$ cat src/rtl/blw_pkg.sv
package blw_pkg;
  localparam int unsigned ADDR_W     = 64;
  localparam int unsigned WORD_W     = 64;
  localparam int unsigned WORD_BYTES = WORD_W / 8;
  localparam int unsigned REC_WORDS  = 3;
  localparam int unsigned REC_BYTES  = REC_WORDS * WORD_BYTES;
  localparam int unsigned IDX_W      = $clog2(REC_WORDS);
  localparam int unsigned WORD_SH    = $clog2(WORD_BYTES);

  typedef struct packed {
    logic [ADDR_W-1:0] src;
    logic [ADDR_W-1:0] dst;
    logic              pred;
  } br_rec_t;
endpackage

$ cat src/rtl/blw_hold.sv
module blw_hold
  import blw_pkg::*;
(
  input  logic    clk_i,
  input  logic    rst_ni,
  input  logic    push_i,
  input  br_rec_t rec_i,
  input  logic    pop_i,
  output logic    valid_o,
  output br_rec_t rec_o
);
  logic    valid_q;
  br_rec_t rec_q;

  always_ff @(posedge clk_i or negedge rst_ni) begin
    if (!rst_ni) begin
      valid_q <= 1'b0;
      rec_q   <= '0;
    end else if (push_i) begin
      valid_q <= 1'b1;
      rec_q   <= rec_i;
    end else if (pop_i) begin
      valid_q <= 1'b0;
    end
  end

  assign valid_o = valid_q;
  assign rec_o   = rec_q;


  hold_no_overflow_chk: assert property (@(posedge clk_i) disable iff (!rst_ni)
    push_i |-> (!valid_q || pop_i));

  hold_pop_valid_chk: assert property (@(posedge clk_i) disable iff (!rst_ni)
    pop_i |-> valid_q);
endmodule

$ cat src/rtl/blw_engine.sv
module blw_engine
  import blw_pkg::*;
(
  input  logic              clk_i,
  input  logic              rst_ni,
  input  logic              start_i,
  input  br_rec_t           rec_i,
  input  logic [ADDR_W-1:0] ptr_i,
  input  logic              gnt_i,
  output logic              req_o,
  output logic [ADDR_W-1:0] addr_o,
  output logic [WORD_W-1:0] wdata_o,
  output logic              last_o,
  output logic              busy_o
);
  localparam logic [IDX_W-1:0] LAST_IDX = IDX_W'(REC_WORDS - 1);

  logic             busy_q;
  logic [IDX_W-1:0] idx_q;
  br_rec_t          rec_q;
  logic [REC_WORDS-1:0][WORD_W-1:0] words;

  // word order is the record layout
  assign words[0] = rec_q.src;
  assign words[1] = rec_q.dst;
  assign words[2] = {{(WORD_W-1){1'b0}}, rec_q.pred};

  always_ff @(posedge clk_i or negedge rst_ni) begin
    if (!rst_ni) begin
      busy_q <= 1'b0;
      idx_q  <= '0;
      rec_q  <= '0;
    end else if (start_i) begin
      busy_q <= 1'b1;
      idx_q  <= '0;
      rec_q  <= rec_i;
    end else if (busy_q && gnt_i) begin
      if (idx_q == LAST_IDX) begin
        busy_q <= 1'b0;
        idx_q  <= '0;
      end else begin
        idx_q <= idx_q + 1'b1;
      end
    end
  end

  assign req_o   = busy_q;
  assign addr_o  = ptr_i + (ADDR_W'(idx_q) << WORD_SH);
  assign wdata_o = words[idx_q];
  assign last_o  = busy_q && gnt_i && (idx_q == LAST_IDX);
  assign busy_o  = busy_q;


  req_hold_chk: assert property (@(posedge clk_i) disable iff (!rst_ni)
    (req_o && !gnt_i) |=> (req_o && $stable(addr_o) && $stable(wdata_o)));

  idx_range_chk: assert property (@(posedge clk_i) disable iff (!rst_ni)
    idx_q <= LAST_IDX);

  start_idle_chk: assert property (@(posedge clk_i) disable iff (!rst_ni)
    start_i |-> !busy_q);
endmodule

$ cat src/rtl/blw_ctrl.sv
module blw_ctrl
  import blw_pkg::*;
#(
  parameter int unsigned DROP_W = 8
) (
  input  logic              clk_i,
  input  logic              rst_ni,
  input  logic              en_i,
  input  logic [ADDR_W-1:0] base_i,
  input  logic [ADDR_W-1:0] limit_i,
  input  logic              ack_i,
  input  logic              busy_i,
  input  logic              last_i,
  input  logic              drop_i,
  output logic [ADDR_W-1:0] ptr_o,
  output logic              irq_o,
  output logic [DROP_W-1:0] drop_cnt_o,
  output logic              fits_o
);
  localparam logic [DROP_W-1:0] DROP_MAX = '1;

  logic [ADDR_W-1:0] ptr_q;
  logic              irq_q;
  logic [DROP_W-1:0] drop_q;
  logic              irq_set, irq_clr;

  assign fits_o  = ({1'b0, ptr_q} + (ADDR_W+1)'(REC_BYTES)) <= {1'b0, limit_i};
  assign irq_set = en_i && !busy_i && !irq_q && !fits_o;
  assign irq_clr = irq_q && ack_i;

  always_ff @(posedge clk_i or negedge rst_ni) begin
    if (!rst_ni) begin
      ptr_q  <= '0;
      irq_q  <= 1'b0;
      drop_q <= '0;
    end else begin
      if (irq_clr)      irq_q <= 1'b0;
      else if (irq_set) irq_q <= 1'b1;

      if (last_i)                         ptr_q <= ptr_q + ADDR_W'(REC_BYTES);
      else if (irq_clr || (!en_i && !busy_i)) ptr_q <= base_i;

      if (drop_i && (drop_q != DROP_MAX)) drop_q <= drop_q + 1'b1;
    end
  end

  assign ptr_o      = ptr_q;
  assign irq_o      = irq_q;
  assign drop_cnt_o = drop_q;


  irq_cause_chk: assert property (@(posedge clk_i) disable iff (!rst_ni)
    $rose(irq_o) |-> $past(!fits_o && en_i));

  ack_rearm_chk: assert property (@(posedge clk_i) disable iff (!rst_ni)
    (irq_o && ack_i) |=> (!irq_o && ptr_o == $past(base_i)));

  drop_sat_chk: assert property (@(posedge clk_i) disable iff (!rst_ni)
    (drop_cnt_o == DROP_MAX) |=> (drop_cnt_o == DROP_MAX));

  drop_mono_chk: assert property (@(posedge clk_i) disable iff (!rst_ni)
    drop_i |=> (drop_cnt_o >= $past(drop_cnt_o)) && (drop_cnt_o != '0));
endmodule

$ cat src/rtl/branch_log_writer.sv
module branch_log_writer
  import blw_pkg::*;
#(
  parameter int unsigned DROP_W = 8
) (
  input  logic              clk_i,
  input  logic              rst_ni,
  input  logic              cfg_en_i,
  input  logic [ADDR_W-1:0] cfg_base_i,
  input  logic [ADDR_W-1:0] cfg_limit_i,
  input  logic              irq_ack_i,
  input  logic              br_valid_i,
  input  logic [ADDR_W-1:0] br_src_i,
  input  logic [ADDR_W-1:0] br_dst_i,
  input  logic              br_pred_i,
  output logic              mem_req_o,
  output logic [ADDR_W-1:0] mem_addr_o,
  output logic [WORD_W-1:0] mem_wdata_o,
  input  logic              mem_gnt_i,
  output logic [ADDR_W-1:0] wr_ptr_o,
  output logic [DROP_W-1:0] drop_cnt_o,
  output logic              irq_o
);
  br_rec_t in_rec, hold_rec;
  logic    hold_v, busy, last, fits, start, accept, drop;

  assign in_rec = '{src: br_src_i, dst: br_dst_i, pred: br_pred_i};

  assign start  = hold_v && !busy && !irq_o && fits && cfg_en_i;
  assign accept = cfg_en_i && br_valid_i && !irq_o && (!hold_v || start);
  assign drop   = cfg_en_i && br_valid_i && !accept;

  blw_hold u_hold (
    .clk_i   (clk_i),
    .rst_ni  (rst_ni),
    .push_i  (accept),
    .rec_i   (in_rec),
    .pop_i   (start),
    .valid_o (hold_v),
    .rec_o   (hold_rec)
  );

  blw_engine u_engine (
    .clk_i   (clk_i),
    .rst_ni  (rst_ni),
    .start_i (start),
    .rec_i   (hold_rec),
    .ptr_i   (wr_ptr_o),
    .gnt_i   (mem_gnt_i),
    .req_o   (mem_req_o),
    .addr_o  (mem_addr_o),
    .wdata_o (mem_wdata_o),
    .last_o  (last),
    .busy_o  (busy)
  );

  blw_ctrl #(.DROP_W(DROP_W)) u_ctrl (
    .clk_i      (clk_i),
    .rst_ni     (rst_ni),
    .en_i       (cfg_en_i),
    .base_i     (cfg_base_i),
    .limit_i    (cfg_limit_i),
    .ack_i      (irq_ack_i),
    .busy_i     (busy),
    .last_i     (last),
    .drop_i     (drop),
    .ptr_o      (wr_ptr_o),
    .irq_o      (irq_o),
    .drop_cnt_o (drop_cnt_o),
    .fits_o     (fits)
  );


  no_write_in_irq_chk: assert property (@(posedge clk_i) disable iff (!rst_ni)
    irq_o |-> !mem_req_o);

  addr_in_buf_chk: assert property (@(posedge clk_i) disable iff (!rst_ni)
    mem_req_o |-> (({1'b0, mem_addr_o} + (ADDR_W+1)'(WORD_BYTES)) <= {1'b0, cfg_limit_i}));

  idle_when_off_chk: assert property (@(posedge clk_i) disable iff (!rst_ni)
    (!cfg_en_i && !mem_req_o) |=> !mem_req_o);
endmodule

$ cat config.mk
export PLATFORM = sky130hd
export DESIGN_NAME = branch_log_writer
export DESIGN_NICKNAME = d
export VERILOG_FILES = /design/src/rtl/blw_pkg.sv /design/src/rtl/blw_hold.sv /design/src/rtl/blw_engine.sv /design/src/rtl/blw_ctrl.sv /design/src/rtl/branch_log_writer.sv
export SDC_FILE = /design/constraint.sdc
export NUM_CORES = 1
export LEC_CHECK = 0
export CORE_ASPECT_RATIO = 1.25
export CORE_MARGIN = 10
export CORE_UTILIZATION = 50
export CTS_CLUSTER_DIAMETER = 200
export DETAILED_ROUTE_END_ITERATION = 8
export PLACE_DENSITY = 0.81
export SLEW_MARGIN = 0
export SYNTH_ARGS = -nofsm -noshare
export SYNTH_HDL_FRONTEND = slang
export SYNTH_SLANG_ARGS = --single-unit
export TNS_END_PERCENT = 100
$ cat constraint.sdc
create_clock -name clk_i -period 9.65 [get_ports clk_i]
set_clock_uncertainty 0.2 [all_clocks]
set_input_delay 1.93 -clock clk_i [delete_from_list [all_inputs] [get_ports clk_i]]
set_output_delay 1.93 -clock clk_i [all_outputs]
set_load 0.02 [all_outputs]
==> flow_metrics.tcl <==
set metrics [dict create \
    status "finished, final reports clean" \
    synth_nets 2080 \
    final_nets 2489 \
    clock_latency_ns 0.54 \
    nFillCells 2882 \
    finalHoldViolCount 0 \
    initial_core_util_pct 50.6 \
    powerDensity_mw_per_mm2 358 \
    yosys.area.top_type "dfrtp_1" \
    dieArea_mm2 0.0459 \
    cts_tree "done" \
    clkPwrFrac_pct 15.4 \
    drive_above_1_share_pct 16.5 \
    synth_seq_cells 335 \
    rsz0062_at_grt "no" \
    relSlewSlack_pct 24.5 \
    final_cells 2673 \
    max_stage_delay_ns 1.03 \
    postSynthCellCount 1748 \
    clockBufferDepth 3 \
    synth.avg_cell_area_um2 10.8 \
    worst-path-buf-inv 2 \
    wire_per_inst_um 26.6 \
    io_pins 465 \
    path_cells "inv_1, ha_1, nand3b_1, nor4_2, nand2_1, nor4_1, nand2_1, xnor2_1, ha_1, nand3_1, nor4_1, nand3_1, or3_1, o22ai_2, or3b_4, buf_12, mux2_2" \
    cpMaxStageDelayCell "nor4_1" \
    detail-route-antenna-nets 0 \
    start_kind "register" \
    synthTopCellsByArea "dfrtp_1, mux2_2, mux2_4" \
    yosys_warnings 0 \
    peakVddDrop_mv 0.272 \
    gp_congestion 0.979 \
    drtPass1Iterations 5 \
    cts_buffers 35 \
    worst_pin_slew_ns 1.12 \
    placedCellCount 2606 \
    cts-htree-levels 2 \
    grt_antenna_before_repair 9 \
    synth_cell_types 61 \
    finalWirelength_um 71100 \
    cts_resized 0 \
    post_cts_buffers 0 \
    arrival_ns 8.03 \
    final-max-slew-violation-count 0 \
    hp-class "reg -> reg" \
    grt_max_degree 156 \
    tns_ns 0 \
    placementRows 79 \
    dpl_cell_area_mm2 0.0237 \
    cp_max_fo 81 \
    fin_crit_ns 7.82 \
    areaGrowthSynthToFinish_pct 31.8 \
    final-setup-viol-count 0 \
    combinationalPowerShare_pct 52.3 \
    synthArstFlopShare_pct 100 \
    clk_pin_slew_worst_paths_ns 0.06 \
    hold_buffers 0 \
    power_w 0.00889 \
    synth_top_area_share_pct 44.5 \
    swShare_pct 41.8 \
    netlist_area_mm2 0.0189 \
    ys_seq_area_share_pct 44.5 \
    drtIter0Drc 1130 \
    grt_pass1_vias 16500 \
    worst_ep_required_time_ns 9.86 \
    numClockSinks 335 \
    dp_hpwl_um 54500 \
    fmax_mhz 128 \
    die_w_um 194 \
    leakagePower_nw 10.7 \
    path_class "reg -> reg" \
    die-height_um 237 \
    finalCritPeriodShare_pct 81.0 \
    p_seq_share_pct 32.3 \
    grt-ovfl-total 0 \
    port_buffers 464 \
    switching_power_w 0.00371 \
    vias 15400 \
    grt_pass1_wl_um 106000 \
    viasPerCell 5.77 \
    dominantRegCellSynth "dfrtp_1" \
    drc_errors 0 \
    core_area_mm2 0.0373 \
    fin_area_mm2 0.0248 \
    endpoint_kind "register" \
    internal_power_w 0.00517 \
    synth_edf_count 0 \
    cap_viol_max_count 0 \
    path_delay_family "simple AND/OR/NAND/NOR gates" \
    cts-root-buf "clkbuf_16" \
    grt_usage_pct 29.8 \
]
stage by stage:
stage / utilization [%] / setup slack, ns / hold WS [ns]
final: 66.7 / 1.83 / 0.292
after global routing: 66.7 / 1.50 / 0.310
after CTS: 66.6 / 1.97 / 0.295
after detailed placement: 63.5 / 1.99 / 0.290
after global placement: 63.5 / 2.39 / 0.285
after floorplan: - / 4.08 / 0.277
routing by layer:
layer	routed length (um)	up-vias	GRT usage (%)	part of all wire (%)
li1	-	6893	-	-
met1	27000	7625	34.2	38
met2	35100	746	51.0	49
met3	5480	162	7.53	7.7
met4	3520	10	14.2	4.9
met5	66	-	0	0.093
area by class of cell:
type / count / area, um2 / share of cell area [%]
Antenna cell: 4 / 10.0 / 0.0403
Inverter: 94 / 353 / 1.42
Clock inverter: 12 / 111 / 0.448
Multi-Input combinational cell: 1213 / 9550 / 38.4
Tap cell: 486 / 608 / 2.45
Sequential cell: 335 / 8390 / 33.8
Clock buffer: 51 / 1050 / 4.21
Timing Repair Buffer: 478 / 4780 / 19.2
sequential cells by signal, indices dropped and copies added (netlist names):
name / count
u_hold.rec_o: 129
u_engine.rec_q: 129
u_hold.valid_o: 1
u_engine.busy_o: 1
u_ctrl.irq_o: 1
u_ctrl.ptr_o: 64
u_engine.idx_q: 2
u_ctrl.drop_cnt_o: 8
power by group through the flow:
stage	logic (W)	registers [W]	clock network, W
CTS	0.00468	0.00285	0.00139
finish	0.00465	0.00287	0.00137
detailed placement	0.00464	0.00285	0
global route	0.00495	0.00295	0.00145
floorplan	0.00285	0.00266	0
global placement	0.00455	0.00281	0
worst register-to-register path, cell delays in order, from the launching register on:
cell      delay, ns
dfrtp_1        0.51
inv_1          0.13
ha_1           0.28
nand3b_1       0.29
nor4_2         0.46
nand2_1        0.35
nor4_1         1.03
nand2_1        0.25
xnor2_1        0.21
ha_1           0.31
nand3_1        0.14
nor4_1         0.74
nand3_1        0.29
or3_1          0.41
o22ai_2        0.28
or3b_4         0.86
buf_12         0.54
mux2_2         0.45
layout by cell type, fill, tap and decap left out, drive strengths merged, types with 62 or more instances in the layout:
cell type      count
nor2             170
dfrtp            335
ha                68
mux2i             81
mux2             262
nand2             97
clkdlybuf4s50    463
inv               96
o21ai             80
xnor2             79
a21oi             62
cells in the mapped netlist (3+ instances only):
cell type  count
a211o_1        7
nor4_1         9
or3_1          9
nand2_1       97
o22ai_1        6
nand3_1       57
o32ai_1        4
buf_12         8
nor3_1        30
ha_1          68
clkbuf_2       3
o21ai_0       79
buf_1          7
nor4_2         3
a21o_1         9
xor2_1        44
xnor2_1       79
buf_2         27
nand2b_1       4
nor4b_1        4
nand4_1       44
a31oi_1        8
and2_1         5
mux2_4        77
nor2_1       169
dfrtp_1      335
mux2_2       185
or2_2          7
o21a_1         5
mux2i_1       81
clkbuf_1      51
a21oi_1       62
nor2b_1        6
a221oi_1       6
buf_4          8
inv_1         94
a21boi_0       4
and3_1        12
and4_1         8
path summary, 6_finish.rpt:
kind	startpoint	endpoint	slack, ns	cells past startpoint
max in group asynchronous	rst_ni	u_engine.idx_q[0]	6.43	2
worst max register to register	u_ctrl.ptr_o[3]	u_engine.rec_q[45]	1.83	17
min in group asynchronous	rst_ni	u_engine.rec_q[31]	1.22	1
worst max-delay path	u_ctrl.ptr_o[3]	u_engine.rec_q[45]	1.83	17
worst min register to register	u_hold.rec_o[82]	u_engine.rec_q[82]	0.29	1
worst min-delay path	u_hold.rec_o[82]	u_engine.rec_q[82]	0.29	1
kinds of logic (layout without fill, tap and decap cells):
logic type	count (synthesis)	count (layout)	synth area share, %
adder cells (fa/ha/maj)	69	69	4.62
other	0	4	0
multiplexers	343	343	21.5
flip-flops	335	335	44.5
XOR/XNOR	123	123	5.71
buffers and inverters	200	635	5.11
AND/OR/NAND/NOR	475	475	12.2
AO/OA/AOI/OAI	203	203	6.45
(Power assumes the default switching activity.)
